$ cat config.mk
export PLATFORM = sky130hd
export DESIGN_NAME = timer16_dual_cmp
export DESIGN_NICKNAME = d
export VERILOG_FILES = /design/src/rtl/timer16_pkg.sv /design/src/rtl/timer16_regs.sv /design/src/rtl/timer16_presc.sv /design/src/rtl/timer16_core.sv /design/src/rtl/timer16_dual_cmp.sv
export SDC_FILE = /design/constraint.sdc
export NUM_CORES = 1
export LEC_CHECK = 0
export CAP_MARGIN = 25
export CORE_ASPECT_RATIO = 1.75
export CORE_MARGIN = 4
export CORE_UTILIZATION = 35
export CTS_CLUSTER_SIZE = 40
export DETAILED_ROUTE_END_ITERATION = 10
export PLACE_DENSITY = 0.61
export SYNTH_ARGS = -nofsm -noshare
export SYNTH_HDL_FRONTEND = slang
export SYNTH_SLANG_ARGS = --single-unit
$ cat constraint.sdc
create_clock -name clk -period 6.75 [get_ports clk]
set_input_delay 1.6875 -clock clk [delete_from_list [all_inputs] [get_ports clk]]
set_output_delay 1.6875 -clock clk [all_outputs]
set_load 0.1 [all_outputs]
$ cat src/rtl/timer16_pkg.sv
package timer16_pkg;
  localparam int DW = 8;
  localparam int CW = 2 * DW;
  localparam int AW = 3;

  typedef enum logic [AW-1:0] {
    A_CMPA_LO = 3'd0,
    A_CMPA_HI = 3'd1,
    A_CMPB_LO = 3'd2,
    A_CMPB_HI = 3'd3,
    A_MODE    = 3'd4,
    A_RUN     = 3'd5,
    A_CNT_LO  = 3'd6,
    A_CNT_HI  = 3'd7
  } reg_addr_e;

  typedef enum logic [1:0] {
    RATE_HALT0 = 2'd0,
    RATE_DIV1  = 2'd1,
    RATE_DIVN  = 2'd2,
    RATE_HALT3 = 2'd3
  } rate_e;

  localparam int MODE_CLR_BIT = 2;

  // Replace one byte of a compare value, keep the other.
  function automatic logic [CW-1:0] put_byte(input logic [CW-1:0] old_v,
                                             input logic hi_sel,
                                             input logic [DW-1:0] b);
    logic [CW-1:0] r;
    r = old_v;
    if (hi_sel) r[CW-1:DW] = b;
    else        r[DW-1:0]  = b;
    return r;
  endfunction

  // Counter successor with natural wrap.
  function automatic logic [CW-1:0] incr_wrap(input logic [CW-1:0] v);
    return v + {{(CW-1){1'b0}}, 1'b1};
  endfunction
endpackage

$ cat src/rtl/timer16_regs.sv
module timer16_regs
  import timer16_pkg::*;
#(
  parameter int OWN_RUN_BIT    = 4,
  parameter int SHARED_RUN_BIT = 5
) (
  input  logic          clk,
  input  logic          rst_n,
  input  logic          wr_en,
  input  logic [AW-1:0] wr_addr,
  input  logic [DW-1:0] wr_data,
  output logic [CW-1:0] cmp_a,
  output logic [CW-1:0] cmp_b,
  output logic [DW-1:0] mode_q,
  output logic [DW-1:0] run_q,
  output logic          run_en,
  output logic          start_evt
);
  localparam int NCMP = 2;

  logic [CW-1:0] cmp_q [NCMP];

  genvar gi;
  generate
    for (gi = 0; gi < NCMP; gi++) begin : g_cmp
      localparam logic [AW-1:0] LO_ADDR = AW'(2 * gi);
      localparam logic [AW-1:0] HI_ADDR = AW'(2 * gi + 1);
      always_ff @(posedge clk) begin
        if (!rst_n) begin
          cmp_q[gi] <= '0;
        end else if (wr_en && (wr_addr == LO_ADDR || wr_addr == HI_ADDR)) begin
          cmp_q[gi] <= put_byte(cmp_q[gi], wr_addr == HI_ADDR, wr_data);
        end
      end
    end
  endgenerate

  assign cmp_a = cmp_q[0];
  assign cmp_b = cmp_q[1];

  always_ff @(posedge clk) begin
    if (!rst_n) begin
      mode_q <= '0;
      run_q  <= '0;
    end else if (wr_en) begin
      if (wr_addr == A_MODE) mode_q <= wr_data;
      if (wr_addr == A_RUN)  run_q  <= wr_data;
    end
  end

  logic wr_sets_both;
  assign run_en       = run_q[OWN_RUN_BIT] & run_q[SHARED_RUN_BIT];
  assign wr_sets_both = wr_data[OWN_RUN_BIT] & wr_data[SHARED_RUN_BIT];
  assign start_evt    = wr_en && (wr_addr == A_RUN) && wr_sets_both && !run_en;
endmodule

$ cat src/rtl/timer16_presc.sv
module timer16_presc
  import timer16_pkg::*;
#(
  parameter int DIV = 16
) (
  input  logic       clk,
  input  logic       rst_n,
  input  logic       tick,
  input  logic       run_en,
  input  logic       start_evt,
  input  logic [1:0] rate,
  output logic       step_evt
);
  localparam int DIV_W = (DIV > 1) ? $clog2(DIV) : 1;
  localparam logic [DIV_W-1:0] DIV_LAST = DIV_W'(DIV - 1);

  logic accept;
  logic [DIV_W-1:0] div_q;

  assign accept = tick && run_en && !start_evt;

  always_ff @(posedge clk) begin
    if (!rst_n || start_evt) begin
      div_q <= '0;
    end else if (accept && rate == RATE_DIVN) begin
      div_q <= (div_q == DIV_LAST) ? '0 : div_q + 1'b1;
    end
  end

  always_comb begin
    unique case (rate_e'(rate))
      RATE_DIV1: step_evt = accept;
      RATE_DIVN: step_evt = accept && (div_q == DIV_LAST);
      default:   step_evt = 1'b0;
    endcase
  end
endmodule

$ cat src/rtl/timer16_core.sv
module timer16_core
  import timer16_pkg::*;
(
  input  logic          clk,
  input  logic          rst_n,
  input  logic          step_evt,
  input  logic          start_evt,
  input  logic          clear_on_b,
  input  logic [CW-1:0] cmp_a,
  input  logic [CW-1:0] cmp_b,
  output logic [CW-1:0] count,
  output logic          match_a,
  output logic          match_b,
  output logic          irq_a,
  output logic          irq_b
);
  logic [CW-1:0] next_cnt;

  assign next_cnt = incr_wrap(count);
  assign match_a  = step_evt && (next_cnt == cmp_a);
  assign match_b  = step_evt && (next_cnt == cmp_b);

  always_ff @(posedge clk) begin
    if (!rst_n || start_evt) begin
      count <= '0;
    end else if (step_evt) begin
      count <= (match_b && clear_on_b) ? '0 : next_cnt;
    end
  end

  always_ff @(posedge clk) begin
    if (!rst_n) begin
      irq_a <= 1'b0;
      irq_b <= 1'b0;
    end else begin
      irq_a <= match_a;
      irq_b <= match_b;
    end
  end
endmodule

$ cat src/rtl/timer16_dual_cmp.sv
module timer16_dual_cmp
  import timer16_pkg::*;
#(
  parameter int PRESC_DIV      = 16,
  parameter int OWN_RUN_BIT    = 4,
  parameter int SHARED_RUN_BIT = 5
) (
  input  logic          clk,
  input  logic          rst_n,
  input  logic          tick_i,
  input  logic          wr_en_i,
  input  logic [AW-1:0] wr_addr_i,
  input  logic [DW-1:0] wr_data_i,
  input  logic [AW-1:0] rd_addr_i,
  output logic [DW-1:0] rd_data_o,
  output logic [CW-1:0] count_o,
  output logic          irq_a_o,
  output logic          irq_b_o
);
  logic [CW-1:0] cmp_a, cmp_b, count;
  logic [DW-1:0] mode_q, run_q;
  logic          run_en, start_evt, step_evt, match_a, match_b;

  timer16_regs #(
    .OWN_RUN_BIT(OWN_RUN_BIT),
    .SHARED_RUN_BIT(SHARED_RUN_BIT)
  ) u_regs (
    .clk(clk), .rst_n(rst_n),
    .wr_en(wr_en_i), .wr_addr(wr_addr_i), .wr_data(wr_data_i),
    .cmp_a(cmp_a), .cmp_b(cmp_b), .mode_q(mode_q), .run_q(run_q),
    .run_en(run_en), .start_evt(start_evt)
  );

  timer16_presc #(.DIV(PRESC_DIV)) u_presc (
    .clk(clk), .rst_n(rst_n), .tick(tick_i), .run_en(run_en),
    .start_evt(start_evt), .rate(mode_q[1:0]), .step_evt(step_evt)
  );

  timer16_core u_core (
    .clk(clk), .rst_n(rst_n), .step_evt(step_evt), .start_evt(start_evt),
    .clear_on_b(mode_q[MODE_CLR_BIT]), .cmp_a(cmp_a), .cmp_b(cmp_b),
    .count(count), .match_a(match_a), .match_b(match_b),
    .irq_a(irq_a_o), .irq_b(irq_b_o)
  );

  assign count_o = count;

  always_comb begin
    unique case (reg_addr_e'(rd_addr_i))
      A_CMPA_LO: rd_data_o = cmp_a[DW-1:0];
      A_CMPA_HI: rd_data_o = cmp_a[CW-1:DW];
      A_CMPB_LO: rd_data_o = cmp_b[DW-1:0];
      A_CMPB_HI: rd_data_o = cmp_b[CW-1:DW];
      A_MODE:    rd_data_o = mode_q;
      A_RUN:     rd_data_o = run_q;
      A_CNT_LO:  rd_data_o = count[DW-1:0];
      default:   rd_data_o = count[CW-1:DW];
    endcase
  end
endmodule

======== After elaboration in Yosys (flattened, before gate mapping) ========
Memory sizes are Yosys's and may differ from the RTL's.
Cells that the tools add are included.
word-level totals
  output and inout bits ................... 26
  bits in writable memories ............... 32
  bits of input ports ..................... 18
  logic and storage cells ................. 76
  register bits ........................... 38
  memories ................................ 1
operators by class
  $add $sub $neg .......................... 2
  eq/ne operators ......................... 16
  bitwise gates (word level) .............. 4
  reductions and logical operators ........ 22
  muxes and demuxes ....................... 25
memory list
  memory        depth  bits a word  rd ports  clocked after Yosys merged registers in  wr ports  RTL line            RTL
  u_regs.cmp_q  2      16           2         0                                        2         timer16_regs.sv:21  logic [CW-1:0] cmp_q [NCMP];
operator list
  kind                                            number
  2-to-1 mux 8 bit                                12
  one-hot mux 8 bit (7 select lines)              1
  2-to-1 mux 16 bit                               3
  == test 16 bit                                  2
  adder 16 x 1 -> 16 bit (second input constant)  1
  == test 3 bit (second input constant)           5
  == test 3 x 2 -> 1 bit (second input constant)  4
  logical AND 1 bit                               12
  2-to-1 mux 1 bit                                7
  == test 3 x 1 -> 1 bit (second input constant)  2
  logical NOT 3 bit                               2
  adder 4 x 1 -> 4 bit (second input constant)    1
  == test 4 bit (second input constant)           1
  2-to-1 mux 4 bit                                1
  AND reduction 2 bit                             2
  logical NOT 1 bit                               3
  logical OR 1 bit                                3
  AND 1 bit                                       2
  == test 2 x 1 -> 1 bit (second input constant)  1
  == test 2 bit (second input constant)           1
  bitwise OR 1 bit                                2
  one-hot mux 1 bit (2 select lines)              1

======== Longest topological paths before layout ========
  depth in word-level cells ............... 11
  depth in mapped cells ................... 10
  mapped depth without buffers ............ 9

======== Hierarchy ========
Synthesis repeated with hierarchy kept, for this count alone.
second synthesis, totals
  cell total of the unflattened synthesis .. 462
  area total of the unflattened synthesis .. 4470.5 um^2
modules (own cells, without submodules)
  module            cells each  instances  seq. area each (um^2)  area each (um^2)
  timer16_core      230         1          360.3                  1881.8
  timer16_regs      122         1          1281.2                 1771.7
  timer16_dual_cmp  79          1          0.0                    549.3
  timer16_presc     31          1          80.1                   267.8

======== Worst setup path before layout ========
No wires, ideal clock.
  path kind ............................... input -> output
  start ................................... input port rd_addr_i[0]
  end ..................................... output port rd_data_o[6]
  arrival ................................. 4.770 ns
  data required time ...................... 5.062 ns
  stages .................................. 7
  setup slack ............................. 0.293 ns
  path buffers ............................ 1
  cells stage by stage .................... clkbuf_1 > inv_1 > nor2_1 > a22oi_1 > o22ai_1 > a221oi_1 > o21ai_0
on the way
  cells in the longest elaborated chain, start to end .. 2
  elaborated cells on any way between the ends .. 8
  classes of those cells .................. 6 x eq/ne; 1 x mux; 1 x reduce/logical
RTL lines
  what                                   RTL line                RTL
  start: declaration                     timer16_dual_cmp.sv:14  input logic [AW-1:0] rd_addr_i,
  == test 3 bit (tied with other cells)  timer16_dual_cmp.sv:49  unique case (reg_addr_e'(rd_addr_i))
  one-hot mux 8 bit (7 select lines) *   timer16_dual_cmp.sv:49
  end: declaration                       timer16_dual_cmp.sv:15  output logic [DW-1:0] rd_data_o,
Every way passes the cells marked *; elsewhere a longest branch is shown, timed or not.

======== Worst setup path in the final report ========
  start ................................... input port rd_addr_i[2]
  end ..................................... output port rd_data_o[6]
The elaborated chain is that of the path after synthesis.

==> out/results.ini <==
[floorplanning]
rows = 54
die_w_um = 93.6
die_area_um2 = 14800
die_y_um = 158
core-area_um2 = 12500
start_util_pct = 35.9
num_io_pins = 44

[power]
p_leak_nw = 1.82
ir_drop_v = 0.000170
power_density_nw_per_um2 = 212

[detailed_routing]
drt_iter0_markers = 235
avgViaCountPerCell = 5.61
wl_mm = 13.3
drc = 0
via_count = 3962
wl_per_cell_um = 18.9
firstDrtPassIters = 5
ant_nets = 0

[sta]
fmax_mhz = 178
worstMarginPinSlew_ns = 0.978
fin_crit_sh_pct = 83.2
drv_slew = 0
fin_tns_setup_ns = 0
rsz0062_at_grt = false
slew_headroom_pct = 34.3
fin_skew_ns = 0.00664
fin_ws_ns = 1.14
setup_viol = 0
finalHoldViolCount = 0
min_period_ns = 5.61

[final_layout]
nets = 555
final_cells = 706
drive_gt1_share_pct = 9.85
areaGrowthSynthToFinish_pct = 18.0
utilization_pct = 42.4
n_antenna_cell = 0

[yosys]
synth_edf_count = 32
async_reset_ff_share_pct = 0
ys_seq_area_share_pct = 38.4
ys_types = 68
synth_commonest_cells = 54 x nand2_1, 44 x nor2_1, 39 x a21oi_1
yosys.area.top_type_share_pct = 21.4
ys.warnings.count = 0
ys_ff_latch = 70
syn_nets = 524
synthTopCellsByArea = edfxtp_1 21%, dfxtp_1 17%, xnor2_1 5.1%
syn_area_per_cell_um2 = 8.94
synth.most_common_cell = nand2_1
synthesis.area_um2 = 4490
ys.flop_type = dfxtp_1
synth_top_area_cell = edfxtp_1
syn_inst = 502

[global_route]
grt_max_degree = 28
grt_pass1_vias = 3963
overflow = 0
grt_first_pass_wirelength_mm = 21.3
antenna_found_initial = 0
track_usage_pct = 19.0

[placement]
dpl.cell_count = 689
place.gp.congestion = 0.908
port_buffers = 43
pre_cts_ws_ns = 1.15
dp.final_hpwl_mm = 10.6

[worst_hold_path]
whs_endpoint = u_regs.run_q[1]
hold_path_class = flip-flop to flip-flop
hp-start = u_regs.run_q[1]
min_path_cells = 2

[clocking]
cts_made_buffers = 9
h-tree-depth = 3
cts_tree = done
cts_buffer_depth = 2
post_cts_resized = 0
clk_pin_slew_ns = 0.05
clock-sinks = 70
postCtsHoldBufs = 0
clk_latency_ns = 0.34
post-cts-setup-buffers = 0
clock-root-buffer = clkbuf_16

[setup_path]
cp-end-kind = output pin
startpoint_type = input pin
critPathMaxFanout = 27
timing.rr.end = u_core.count[11]
r2r-start = u_core.count[4]
cp_data_required_time_ns = 5.06
crit_type = input pin to output pin
rr_worst_depth = 7
startpoint = rd_addr_i[2]
arrival_ns = 3.93
r2r_slack_ns = 3.02

[flow_run]
drv_cap = 0

[outcome]
outcome = finished, final reports clean

worst max path at each step:
stage	slack [ns]	cells after the start	endpoint
2_1_floorplan	0.29	7	rd_data_o[6]
3_3_place_gp	1.16	6	rd_data_o[0]
3_5_place_dp	1.15	6	rd_data_o[0]
4_1_cts	1.16	6	rd_data_o[0]
5_1_grt	1.05	9	rd_data_o[6]
6_report	1.14	9	rd_data_o[6]
power by group:
part	internal [mW]	switching, mW
clock network	0.251	0.186
logic	0.0673	0.130
registers	0.463	0.0275
total	0.781	0.343
metrics by stage:
step	hold WS, ns	area [um2]	power [mW]
after CTS	0.469	5290	1.13
after detailed placement	0.461	5010	0.696
final	0.466	5300	1.12
after floorplan	0.433	4490	0.632
after global routing	0.498	5300	1.16
after global placement	0.449	5010	0.695
cell usage in the layout (no fill, tap or decap), types with 6 or more instances in the layout:
cell type	instances
mux2i_1	8
inv_1	13
clkbuf_16	9
clkdlybuf4s50_1	35
edfxtp_1	32
nor3_1	13
nand4_1	9
o22ai_1	12
buf_4	16
and2_1	20
dfxtp_1	38
xnor2_1	26
and3_1	6
o21ai_0	20
a221oi_1	8
xor2_1	16
nand3_1	13
nor2_1	44
a21oi_1	39
nor4_1	8
nand2_1	54
logic make-up after synthesis:
| family | synth area share (%) |
|---|---|
| flip-flops | 38.4 |
| AO/OA/AOI/OAI | 15.7 |
| multiplexers | 4.55 |
| adder cells (fa/ha/maj) | 1.12 |
| buffers and inverters | 5.02 |
| XOR/XNOR | 10.1 |
| AND/OR/NAND/NOR | 25.2 |
worst max-delay path, stage by stage:
cell	delay [ns]
clkdlybuf4s50_1	0.46
buf_4	0.29
inv_1	0.16
nor2_1	0.28
a22oi_1	0.11
o22ai_1	0.20
a221oi_1	0.07
o21ai_0	0.41
buf_12	0.24
flip-flops by register name (all words and copies together) (netlist names):
register       count
u_core.count      16
u_core.irq_a       1
u_presc.div_q      4
u_core.irq_b       1
u_regs.run_q       8
u_regs.mode_q      8
u_regs.cmp_q      32
layer usage:
metal / global-route usage [%] / wire, um
met1: 19.5 / 4800
met5: 0 / 0
met4: 11.7 / 657
met3: 2.62 / 453
met2: 35.5 / 7440
area by class of cell:
class                   instances  area, um2
clock buffers                  10        229
flip-flops and latches         70       1720
inverters                      14       52.6
clock inverters                 6       46.3
well taps                     168        210
repair buffers                 53        495
fillers                      1202       7200
multi-input cells             385       2540
Power figures use the tool's default switching activity.
